==> src/rtl/thermo_pkg.sv <==
package thermo_pkg;

    localparam int CODE_W = 8;

    typedef enum logic {
        ENC_ONES_COUNT = 1'b0,
        ENC_TOP_ONE    = 1'b1
    } enc_mode_e;

    typedef struct packed {
        logic flip_msb;
        logic flip_low;
    } fmt_ctrl_t;

    function automatic fmt_ctrl_t ctrl_from_pins(input logic msb_n, input logic low_n);
        fmt_ctrl_t c;
        c.flip_msb = ~msb_n;
        c.flip_low = ~low_n;
        return c;
    endfunction

endpackage

==> src/rtl/strobe_edge.sv <==
module strobe_edge (
    input  logic clk,
    input  logic rst,
    input  logic strb_i,
    output logic fire_o
);
    logic strb_q;

    always_ff @(posedge clk) begin
        if (rst) strb_q <= 1'b0;
        else     strb_q <= strb_i;
    end

    assign fire_o = strb_i & ~strb_q;
endmodule

==> src/rtl/thermo_count.sv <==
module thermo_count #(
    parameter int                    WIDTH = thermo_pkg::CODE_W,
    parameter thermo_pkg::enc_mode_e MODE  = thermo_pkg::ENC_ONES_COUNT,
    localparam int                   LEVELS = (1 << WIDTH) - 1
) (
    input  logic [LEVELS-1:0] therm_i,
    output logic [WIDTH-1:0]  level_o
);
    generate
        if (MODE == thermo_pkg::ENC_ONES_COUNT) begin : g_count
            always_comb begin
                level_o = '0;
                for (int i = 0; i < LEVELS; i++)
                    level_o = level_o + WIDTH'(therm_i[i]);
            end
        end else begin : g_top
            always_comb begin
                level_o = '0;
                for (int i = 0; i < LEVELS; i++)
                    if (therm_i[i]) level_o = WIDTH'(i + 1);
            end
        end
    endgenerate
endmodule

==> src/rtl/code_format.sv <==
module code_format #(
    parameter int WIDTH = thermo_pkg::CODE_W
) (
    input  logic [WIDTH-1:0]          code_i,
    input  thermo_pkg::fmt_ctrl_t     ctrl_i,
    output logic [WIDTH-1:0]          code_o
);
    logic [WIDTH-1:0] flip_mask;

    assign flip_mask = {ctrl_i.flip_msb, {(WIDTH-1){ctrl_i.flip_low}}};
    assign code_o    = code_i ^ flip_mask;
endmodule

==> src/rtl/thermo_encoder.sv <==
module thermo_encoder #(
    parameter int                    WIDTH  = thermo_pkg::CODE_W,
    parameter thermo_pkg::enc_mode_e MODE   = thermo_pkg::ENC_ONES_COUNT,
    localparam int                   LEVELS = (1 << WIDTH) - 1
) (
    input  logic              clk,
    input  logic              rst,
    input  logic              conv_i,
    input  logic [LEVELS-1:0] therm_i,
    input  logic              msb_flip_n,
    input  logic              low_flip_n,
    output logic [WIDTH-1:0]  data_o
);
    import thermo_pkg::*;

    logic             fire;
    logic [WIDTH-1:0] level_w;
    logic [WIDTH-1:0] level_q;
    logic [WIDTH-1:0] fmt_w;
    logic [WIDTH-1:0] data_q;
    fmt_ctrl_t        ctrl;

    assign ctrl = ctrl_from_pins(msb_flip_n, low_flip_n);

    strobe_edge u_edge (
        .clk    (clk),
        .rst    (rst),
        .strb_i (conv_i),
        .fire_o (fire)
    );

    thermo_count #(.WIDTH(WIDTH), .MODE(MODE)) u_count (
        .therm_i (therm_i),
        .level_o (level_w)
    );

    code_format #(.WIDTH(WIDTH)) u_fmt (
        .code_i (level_q),
        .ctrl_i (ctrl),
        .code_o (fmt_w)
    );

    always_ff @(posedge clk) begin
        if (rst) begin
            level_q <= '0;
            data_q  <= '0;
        end else if (fire) begin
            level_q <= level_w;
            data_q  <= fmt_w;
        end
    end

    assign data_o = data_q;
endmodule

==> config.mk <==
export PLATFORM = sky130hd
export DESIGN_NAME = thermo_encoder
export DESIGN_NICKNAME = d
export VERILOG_FILES = /design/src/rtl/thermo_pkg.sv /design/src/rtl/strobe_edge.sv /design/src/rtl/thermo_count.sv /design/src/rtl/code_format.sv /design/src/rtl/thermo_encoder.sv
export SDC_FILE = /design/constraint.sdc
export NUM_CORES = 1
export LEC_CHECK = 0
export ABC_AREA = 1
export ABC_CLOCK_PERIOD_IN_PS = 8500
export CAP_MARGIN = 30
export CELL_PAD_IN_SITES_DETAIL_PLACEMENT = 1
export CELL_PAD_IN_SITES_GLOBAL_PLACEMENT = 1
export CORE_MARGIN = 2
export CORE_UTILIZATION = 32
export CTS_CLUSTER_DIAMETER = 120
export DETAILED_ROUTE_END_ITERATION = 7
export HOLD_SLACK_MARGIN = 0.06
export PLACE_DENSITY = 0.91
export SYNTH_ARGS = -nofsm -noshare
export SYNTH_HDL_FRONTEND = slang
export SYNTH_SLANG_ARGS = --single-unit
==> constraint.sdc <==
create_clock -name clk -period 8.5 [get_ports clk]
set_clock_uncertainty 0.2 [all_clocks]
set_input_delay 2.125 -clock clk [delete_from_list [all_inputs] [get_ports clk]]
set_output_delay 2.125 -clock clk [all_outputs]
set_load 0.05 [all_outputs]
Word-level counts from Yosys, hierarchy flattened
Index checks and enable logic that the tools add are counted.

word-level totals
  bits of input ports = 260
  flip-flop bits (word level) = 17
  logic and storage cells = 262
  output and inout port bits = 8

operators by class
  $add $sub $neg = 254
  bitwise logic cells = 5

operators by type and width
  kind                  number
  adder 8 x 1 -> 8 bit  253
  bitwise XOR 8 bit     1
  NOT 1 bit             3
  adder 1 x 1 -> 2 bit  1
  bitwise AND 1 bit     1

Longest topological paths before layout
Gate-level depths: netlist (run 1).

  word-level depth = 254
  mapped depth = 33
  depth with buffers taken out = 33

Modules after synthesis
From an unflattened synthesis (run 1), not the netlist that was laid out.

unflattened totals
  cells, all modules = 841
  area, all modules = 7,762.4 um2

modules (own cells, without submodules)
  module          instances  seq. area each (um2)  area an instance (um2)  cells each
  thermo_count    1          0.0                   6,914.1                 699
  thermo_encoder  1          320.3                 678.2                   103
  code_format     1          0.0                   138.9                   35
  strobe_edge     1          20.0                  31.3                    4

Worst setup path after synthesis (run 1)
OpenSTA, ideal clock, no wires.

  path kind = input to register
  start point = in therm_i[156]
  end point = reg level_q[4]
  data required time = 8.191 ns
  library setup time = 0.109 ns
  stages on the path = 32
  setup slack = -0.667 ns
  buffers on the path = 0
  arrival time = 8.858 ns
  cell sequence = inv_1 -> fa_1 -> inv_1 -> fa_1 -> inv_1 -> fa_1 -> inv_1 -> fa_1 -> inv_1 -> fa_1 -> inv_1 -> fa_1 -> inv_1 -> fa_1 -> inv_1 -> fa_1 -> fa_1 -> fa_1 -> inv_1 -> fa_1 -> inv_1 -> ha_1 -> inv_1 -> fa_1 -> inv_1 -> nand2_1 -> nand2_1 -> and2_4 -> or2_0 -> nand3_1 -> nand2_1 -> inv_1

between the ends
  longest elaborated chain between the ends = 99

RTL lines
  element                              line                  source
  start: declaration                   thermo_encoder.sv:9   input logic [LEVELS-1:0] therm_i,
  adder 8 x 1 -> 8 bit (99 in series)  thermo_count.sv:14    level_o = level_o + WIDTH'(therm_i[i]);
  end signal: assignment               thermo_encoder.sv:48  level_q <= level_w;
  end: declaration                     thermo_encoder.sv:18  logic [WIDTH-1:0] level_q;

No other way between the ends.
A chain may end at the register's enable or synchronous reset.

Worst setup path in the final report (run 1)
  start point = in therm_i[112]
  end point = reg level_q[4]

between the ends
  longest elaborated chain between the ends = 143

RTL lines
  element                               line
  adder 8 x 1 -> 8 bit (143 in series)  thermo_count.sv:14

No other way between the ends.

==> results of run 1 <==
[cells in the final DEF, fill, tap and decap left out, drive strengths merged, types with 12 or more instances in the layout]
| cell type | count |
|---|---|
| clkdlybuf4s15 | 31 |
| buf | 27 |
| nand2 | 25 |
| clkdlybuf4s50 | 155 |
| dlygate4sd2 | 56 |
| nor2 | 14 |
| ha | 39 |
| a21oi | 12 |
| dfxtp | 17 |
| inv | 351 |
| fa | 241 |
[metrics by stage]
step | cells | area (um^2) | hold WS [ns] | setup WS (ns)
final | 1332 | 10580 | 0.2991 | -0.8122
after global routing | 1332 | 10580 | 0.3436 | -1.062
after CTS | 1330 | 10560 | 0.3146 | -0.8475
after detailed placement | 1326 | 10600 | 0.2835 | -1.417
after global placement | 1326 | 10600 | 0.2513 | -1.296
after floorplan | 743 | 7501 | 0.2439 | -0.6062
[worst paths after layout]
check	startpoint	end	slack, ns	depth (start not counted)
setup reg to reg	u_edge.strb_q	level_q[3]	7.13	5
setup / recovery	therm_i[112]	level_q[4]	-0.81	33
hold / removal	u_edge.strb_q	level_q[0]	0.30	2
hold reg to reg	u_edge.strb_q	level_q[0]	0.30	2
[routing by layer]
metal | up-vias | routed length [um]
met5 | - | 0
met4 | 0 | 598
met3 | 34 | 996
met2 | 169 | 13150
met1 | 2799 | 6692
li1 | 2500 | -
[cell families after synthesis]
family                   synth area share, %
buffers and inverters                  17.97
flip-flops                             4.569
adder cells (fa/ha/maj)                71.33
AND/OR/NAND/NOR                        3.309
AO/OA/AOI/OAI                          1.646
XOR/XNOR                               1.176
[worst max-delay path: cells and delay by family]
| kind | cells | cell delay [ns] |
|---|---|---|
| fa+ha+maj | 13 | 5.99 |
| buf+inv | 14 | 0.65 |
| simple gates | 6 | 0.49 |
[state kept, by name (all words and copies together), names as in the netlist]
signal,count
level_q,8
u_edge.strb_q,1
data_o,8
[repair_timing]
action	in CTS	in global routing
setup buffers	0	0
gates resized for setup	237	36
setup endpoints to repair	8	8
pin swaps	77	30
[layout make-up]
cell class	instances	area [um^2]	area share (%)
tap	313	391.6	3.702
inverter	351	1318	12.46
antenna	2	5.005	0.04732
sequential	17	340.3	3.217
multi-input combinational	370	5877	55.56
timing repair buffer	275	2567	24.27
clock buffer	4	78.83	0.7452
==> impl_metrics.ini, run 1 <==
[die]
die_w_um = 156.6
die_h_um = 156.6
row_count = 55
start_util_pct = 32.70
coreArea_mm2 = 0.02278
io_pins = 268
die_area_mm2 = 0.02451

[worst_setup_path]
cp_max_fo = 2
cpPeakStageDelay_ns = 0.54
required_ns = 8.45
startpoint_type = input pin
cpMaxStageDelayCell = fa_1
criticalPathCategory = input pin to register
crit_arrival_ns = 9.26
end_kind = register

[route]
dr.pass1.iters = 4
drc = 0
wirelength_um = 21440
ant_nets = 0
viasPerCell = 4.131
drt-initial-drc-count = 103
avgRoutedWirePerCell_um = 16.09
vias = 5502

[logic_synthesis]
synth_top_cell_by_area = fa_1
avgSynthCellArea_um2 = 10.02
syn_nets = 1283
yosysUniqueCellTypes = 19
synthArstFlopShare_pct = 0
synth-edff-count = 0
yosys_warnings = 0
synth.area.top_cells = fa_1, inv_1, ha_1, dfxtp_1, nand2_1
netlist.area_leader.share_pct = 64.77
synth_seq_cells = 17
synth_area_mm2 = 0.007448
synth-seq-area-share_pct = 4.569
postSynthCellCount = 743
ys_top_cells_by_count = inv_1, fa_1, ha_1
synth_most_common_cell = inv_1
synth_flop_cell = dfxtp_1

[status]
failed_checks = negative setup slack
outcome = finished with violations

[layout]
syn_to_final_growth_pct = 42.01
final_nets = 1558
fillerInstances = 2590
final_util_pct = 46.44
layout-drive-gt1-share_pct = 11.31

[clock_network]
cts_made_buffers = 3
hold_buffers = 0
clk_latency_ns = 0.25
cts_buffer_depth = 2
h-tree-depth = 1
path_clk_slew_ns = 0.05
cts_tree = yes
cts_root_buf = clkbuf_16
cts.sinks = 17

[global_routing]
use_met1_pct = 17.91
grt-busiest-layer = met2
grt_use_total_pct = 18.23
grt_start_max_net_pins = 32
grt_util_met2_pct = 39.27
antenna_found_initial = 2
grt_use_met3_pct = 2.354
grt_pass1_vias = 7129
overflow = 0
grt_pass1_wl_um = 34290

[placement]
dp_hpwl_um = 20910
gp_congestion = 0.8093
io_buffers = 267

[sta]
slew_headroom_pct = 66.76
rsz0062_at_grt = true
layout_min_cycle_time_ns = 9.312
fin_ws_ns = -0.8122
setup_tns_ns = -4.916
fin_crit_sh_pct = 109.6
finalSetupViolations = 8
hold_viol = 0
drv_slew = 0
max_freq_ghz = 0.1074
tightest_slew_ns = 0.4970

[job]
max_cap_viol_count = 0

[worst_hold_path]
hold_path_class = register to register
Power of run 1 is not shown: default switching activity piles up to over one toggle a cycle in this logic, so the estimate is an artifact.
==> run 2, diff against run 1 <==
- ABC_AREA: 1 -> default
- CELL_PAD_IN_SITES_DETAIL_PLACEMENT: 1 -> 2
- CELL_PAD_IN_SITES_GLOBAL_PLACEMENT: 1 -> 2
- CORE_UTILIZATION: 32 -> 26
- CTS_CLUSTER_DIAMETER: 120 -> default
- PLACE_DENSITY: 0.91 -> 0.92
==> impl_metrics.ini, run 2 <==
[die]
coreArea_mm2 = 0.02847
die_area_mm2 = 0.03006
die_w_um = 173.4
die_h_um = 173.4
io_pins = 268
start_util_pct = 26.20
row_count = 62

[logic_synthesis]
synth_flop_cell = dfxtp_1
synth-seq-area-share_pct = 4.562
synthArstFlopShare_pct = 0
synth-edff-count = 0
syn_nets = 1263
yosys_warnings = 0
ys_top_cells_by_count = inv_1, fa_1, ha_1
postSynthCellCount = 723
synth_most_common_cell = inv_1
synth_area_mm2 = 0.007460
netlist.area_leader.share_pct = 64.68
synth_seq_cells = 17
yosysUniqueCellTypes = 35
synth_top_cell_by_area = fa_1
avgSynthCellArea_um2 = 10.32
synth.area.top_cells = fa_1, inv_1, ha_1, dfxtp_1, nand2_1

[placement]
dp_hpwl_um = 24020
io_buffers = 267
gp_congestion = 0.7609

[layout]
final_util_pct = 37.99
final_nets = 1551
syn_to_final_growth_pct = 45.00
mostFrequentLayoutCell = inv_1
layout-drive-gt1-share_pct = 16.93
layout_common_cells = inv_1, fa_1, clkdlybuf4s50_1

[worst_setup_path]
cpPeakStageDelay_ns = 0.60
cpMaxStageDelayCell = fa_2
required_ns = 8.44
crit_path_frequent_cell = fa_1
crit_arrival_ns = 9.50
cp_max_fo = 2
end_kind = register
criticalPathCategory = input pin to register
worst-path-buf-inv = 6
crit_family = adder cells
startpoint_type = input pin
crit_chain = clkdlybuf4s50_1, fa_1, fa_1, inv_1, fa_1, inv_1, fa_2, fa_1, fa_2, fa_2, fa_2, fa_2, fa_1, inv_1, fa_1, inv_2, ha_4, buf_6, a211o_1, a21o_1, and3_1, a311o_1

[clock_network]
cts_made_buffers = 3
cts_root_buf = clkbuf_16
h-tree-depth = 1
path_clk_slew_ns = 0.05
hold_buffers = 0
clk_latency_ns = 0.25
cts_buffer_depth = 2
cts.sinks = 17
cts_tree = yes

[sta]
layout_min_cycle_time_ns = 9.566
rsz0062_at_grt = true
hold_viol = 0
finalSetupViolations = 8
fin_ws_ns = -1.066
slew_headroom_pct = 47.14
tightest_slew_ns = 0.7930
fin_crit_sh_pct = 112.5
max_freq_ghz = 0.1045
drv_slew = 0

[global_routing]
grt_use_total_pct = 17.29
grt_util_met2_pct = 37.53
grt-busiest-layer = met2
overflow = 0
grt_use_met3_pct = 2.237
antenna_found_initial = 4
grt_start_max_net_pins = 21
grt_pass1_vias = 7548
grt_pass1_wl_um = 39810
use_met1_pct = 16.23

[route]
drc = 0
drt-initial-drc-count = 63
ant_nets = 0
wirelength_um = 25210
avgRoutedWirePerCell_um = 18.03
vias = 5671
viasPerCell = 4.057
dr.pass1.iters = 4

[job]
max_cap_viol_count = 0

[status]
outcome = finished with violations
failed_checks = negative setup slack

[worst_hold_path]
hold_path_class = register to register
-- run 2: changes by cell type after synthesis, sizes merged, moves of 3 or more --
cell and delta:
nor2 -12, xnor2 +9, o21a +3, nand3b -3, a211oi +4, nor2b +3
inv -15, and3 +4, o21ai -10, nand3 -6, xor2 -10, nand2 -4
-- run 2: layout make-up --
class | instances | area (um^2)
fillers | 3093 | 17650
multi-input cells | 364 | 5969
repair buffers | 289 | 2666
inverters | 336 | 1271
well taps | 384 | 480.5
flip-flops and latches | 17 | 340.3
clock buffers | 4 | 78.83
diodes | 4 | 10.01
-- run 2: final timing paths --
check | from | to | slack, ns | cells past startpoint
setup / recovery | therm_i[26] | level_q[5] | -1.07 | 22
hold / removal | data_o[3] | data_o[3] | 0.25 | 2
setup reg to reg | u_edge.strb_q | level_q[5] | 6.65 | 4
hold reg to reg | data_o[3] | data_o[3] | 0.25 | 2
-- run 2: repair_timing --
item | in CTS | in global routing
buffers inserted | 6 | 0
pin swaps | 99 | 63
endpoints found under the setup margin | 8 | 8
hold endpoints to repair | 0 | 0
gates cloned | 0 | 0
resized for setup | 217 | 89
-- run 2: per-layer routing --
| metal | share of wire (%) | wire length [um] |
|---|---|---|
| met2 | 62 | 15740 |
| met4 | 3.1 | 794 |
| met5 | 0 | 0 |
| met1 | 30 | 7686 |
| met3 | 3.9 | 987 |
-- run 2: logic make-up (layout without fill, tap and decap cells) --
group                    Yosys count  in the layout  synth area share, %
buffers and inverters            342            629                17.41
adder cells (fa/ha/maj)          280            280                71.22
AND/OR/NAND/NOR                   42             42                2.717
AO/OA/AOI/OAI                     33             33                3.036
flip-flops                        17             17                4.562
XOR/XNOR                           9              9                1.057
other                              0              4                    0
-- run 2: stage by stage --
step / instances / worst slack (ns) / TNS (ns) / area, um^2 / hold WS, ns
final: 1398 / -1.066 / -7.144 / 10820 / 0.2511
after global routing: 1398 / -1.232 / -8.500 / 10820 / 0.2857
after detailed placement: 1384 / -1.837 / -12.76 / 10720 / 0.2465
after global placement: 1384 / -1.651 / -11.59 / 10720 / 0.2383
after floorplan: 723 / -0.8368 / -4.589 / 7485 / 0.2444
after CTS: 1393 / -1.101 / -7.482 / 10790 / 0.2542
-- run 2: worst reg2reg max path, stage by stage, from the launching register on --
cell and delay, ns:
dfxtp_1 0.33, nand2b_1 0.63, nor3_1 0.10, and3_1 0.21, a311o_1 0.26
Power of run 2 is left out for the same reason.
==> run 3, diff against run 2 <==
- CELL_PAD_IN_SITES_DETAIL_PLACEMENT: 2 -> 1
==> impl_metrics.ini, run 3 (synthesis gave the netlist of run 2 again) <==
[status]
outcome = finished with violations
failed_checks = negative setup slack

[job]
max_cap_viol_count = 0

[layout]
layout-drive-gt1-share_pct = 15.41
mostFrequentLayoutCell = inv_1
syn_to_final_growth_pct = 44.30
layout_common_cells = inv_1, fa_1, clkdlybuf4s50_1
fillerInstances = 3271
final_nets = 1547

[route]
drc = 0
ant_nets = 0
avgRoutedWirePerCell_um = 14.26
vias = 5432
drt-initial-drc-count = 87
wirelength_um = 19850
dr.pass1.iters = 4
viasPerCell = 3.902

[sta]
drv_slew = 0
tightest_slew_ns = 1.065
max_freq_ghz = 0.1062
finalSetupViolations = 8
fin_ws_ns = -0.9171
hold_viol = 0
rsz0062_at_grt = true
slew_headroom_pct = 28.86
fin_crit_sh_pct = 110.8
layout_min_cycle_time_ns = 9.417

[die]
die_w_um = 173.4
io_pins = 268
die_area_mm2 = 0.03006
start_util_pct = 26.20
row_count = 62
die_h_um = 173.4
coreArea_mm2 = 0.02847

[worst_hold_path]
min_to = data_o[2]
hold_path_class = register to register
min-delay-start = data_o[2]
min_path_cells = 2

[global_routing]
grt_use_total_pct = 13.66
grt_util_met2_pct = 28.55
grt_pass1_vias = 6822
grt_pass1_wl_um = 32730
overflow = 0
grt-busiest-layer = met2
antenna_found_initial = 2
grt_start_max_net_pins = 21
use_met1_pct = 14.16
grt_use_met3_pct = 2.610

[placement]
dp_hpwl_um = 19490
io_buffers = 267
gp_congestion = 0.7609
dp_slack_ns = -1.797

[worst_setup_path]
rrSetupSlack_ns = 6.59
criticalPathCategory = input pin to register
end_kind = register
rr_endpoint = level_q[7]
cpPeakStageDelay_ns = 0.60
crit_arrival_ns = 9.39
reg2reg_depth = 4
crit_path_frequent_cell = fa_2
crit_family = adder cells
cp.depth = 22
timing.rr.start = u_edge.strb_q
startpoint_type = input pin
cp_max_fo = 4
crit_chain = clkdlybuf4s50_1, fa_1, fa_2, fa_2, fa_2, fa_1, fa_2, fa_2, fa_2, fa_2, fa_1, inv_1, fa_1, inv_2, ha_4, inv_2, fa_2, nor2b_2, o21a_2, buf_6, o2111ai_2, o211ai_1
cpMaxStageDelayCell = fa_2
worst-path-buf-inv = 5
required_ns = 8.47

[clock_network]
cts.sinks = 17
path_clk_slew_ns = 0.05
cts_root_buf = clkbuf_16
cts_tree = yes
h-tree-depth = 1
cts_buffer_depth = 2
cts_made_buffers = 3
hold_buffers = 0
clk_latency_ns = 0.25
## run 3: changes by cell type in the layout (fill, tap and decap cells not counted), sizes merged, moves of 3 or more
| cell | delta |
|---|---|
| dlymetal6s2s | -3 |
| clkdlybuf4s50 | -12 |
| dlygate4sd2 | +7 |
| buf | +4 |
## run 3: layout make-up
| type | count | area (um^2) | area share (%) |
|---|---|---|---|
| antenna | 2 | 5.005 | 0.04650 |
| tap | 384 | 480.5 | 4.464 |
| inverter | 336 | 1269 | 11.79 |
| multi-input combinational | 364 | 5995 | 55.69 |
| sequential | 17 | 340.3 | 3.162 |
| clock buffer | 4 | 78.83 | 0.7323 |
| timing repair buffer | 285 | 2596 | 24.12 |
## run 3: how the worst max path moves through the flow
| stage | start | to | slack [ns] |
|---|---|---|---|
| after floorplan | therm_i[156] | level_q[5] | -0.84 |
| after global routing | therm_i[8] | level_q[6] | -1.16 |
| after global placement | therm_i[156] | level_q[6] | -1.65 |
| after detailed placement | therm_i[156] | level_q[4] | -1.80 |
| after CTS | therm_i[112] | level_q[4] | -1.08 |
| final | therm_i[8] | level_q[6] | -0.92 |
## run 3: timing repair
item | CTS | global route
resized for setup | 248 | 73
endpoints found under the setup margin | 8 | 8
setup buffers | 2 | 0
pin swaps | 117 | 51
## run 3: through the flow
stage,hold slack [ns],cells,setup TNS (ns),utilization (%),instance area [um^2]
2_1_floorplan,0.2444,723,-4.589,-,7485
3_3_place_gp,0.2383,1384,-11.59,37.65,10720
3_5_place_dp,0.2475,1384,-12.33,37.65,10720
4_1_cts,0.2546,1390,-6.792,37.70,10730
5_1_grt,0.2818,1392,-7.550,37.81,10760
6_report,0.2497,1392,-6.006,37.81,10760
## run 3: metal layers
metal / vias up / wire [um]
li1: 2500 / -
met1: 2767 / 6780
met2: 146 / 11710
met3: 19 / 1070
met4: 0 / 286
met5: - / 0
## run 3: worst min-delay path, delay by kind of cell, from the launching register on
family | cells | cell delay, ns
DFF | 1 | 0.30
and+or+nand+nor | 1 | 0.05
AOI/OAI and AO/OA | 1 | 0.05
Power of run 3 is left out for the same reason.
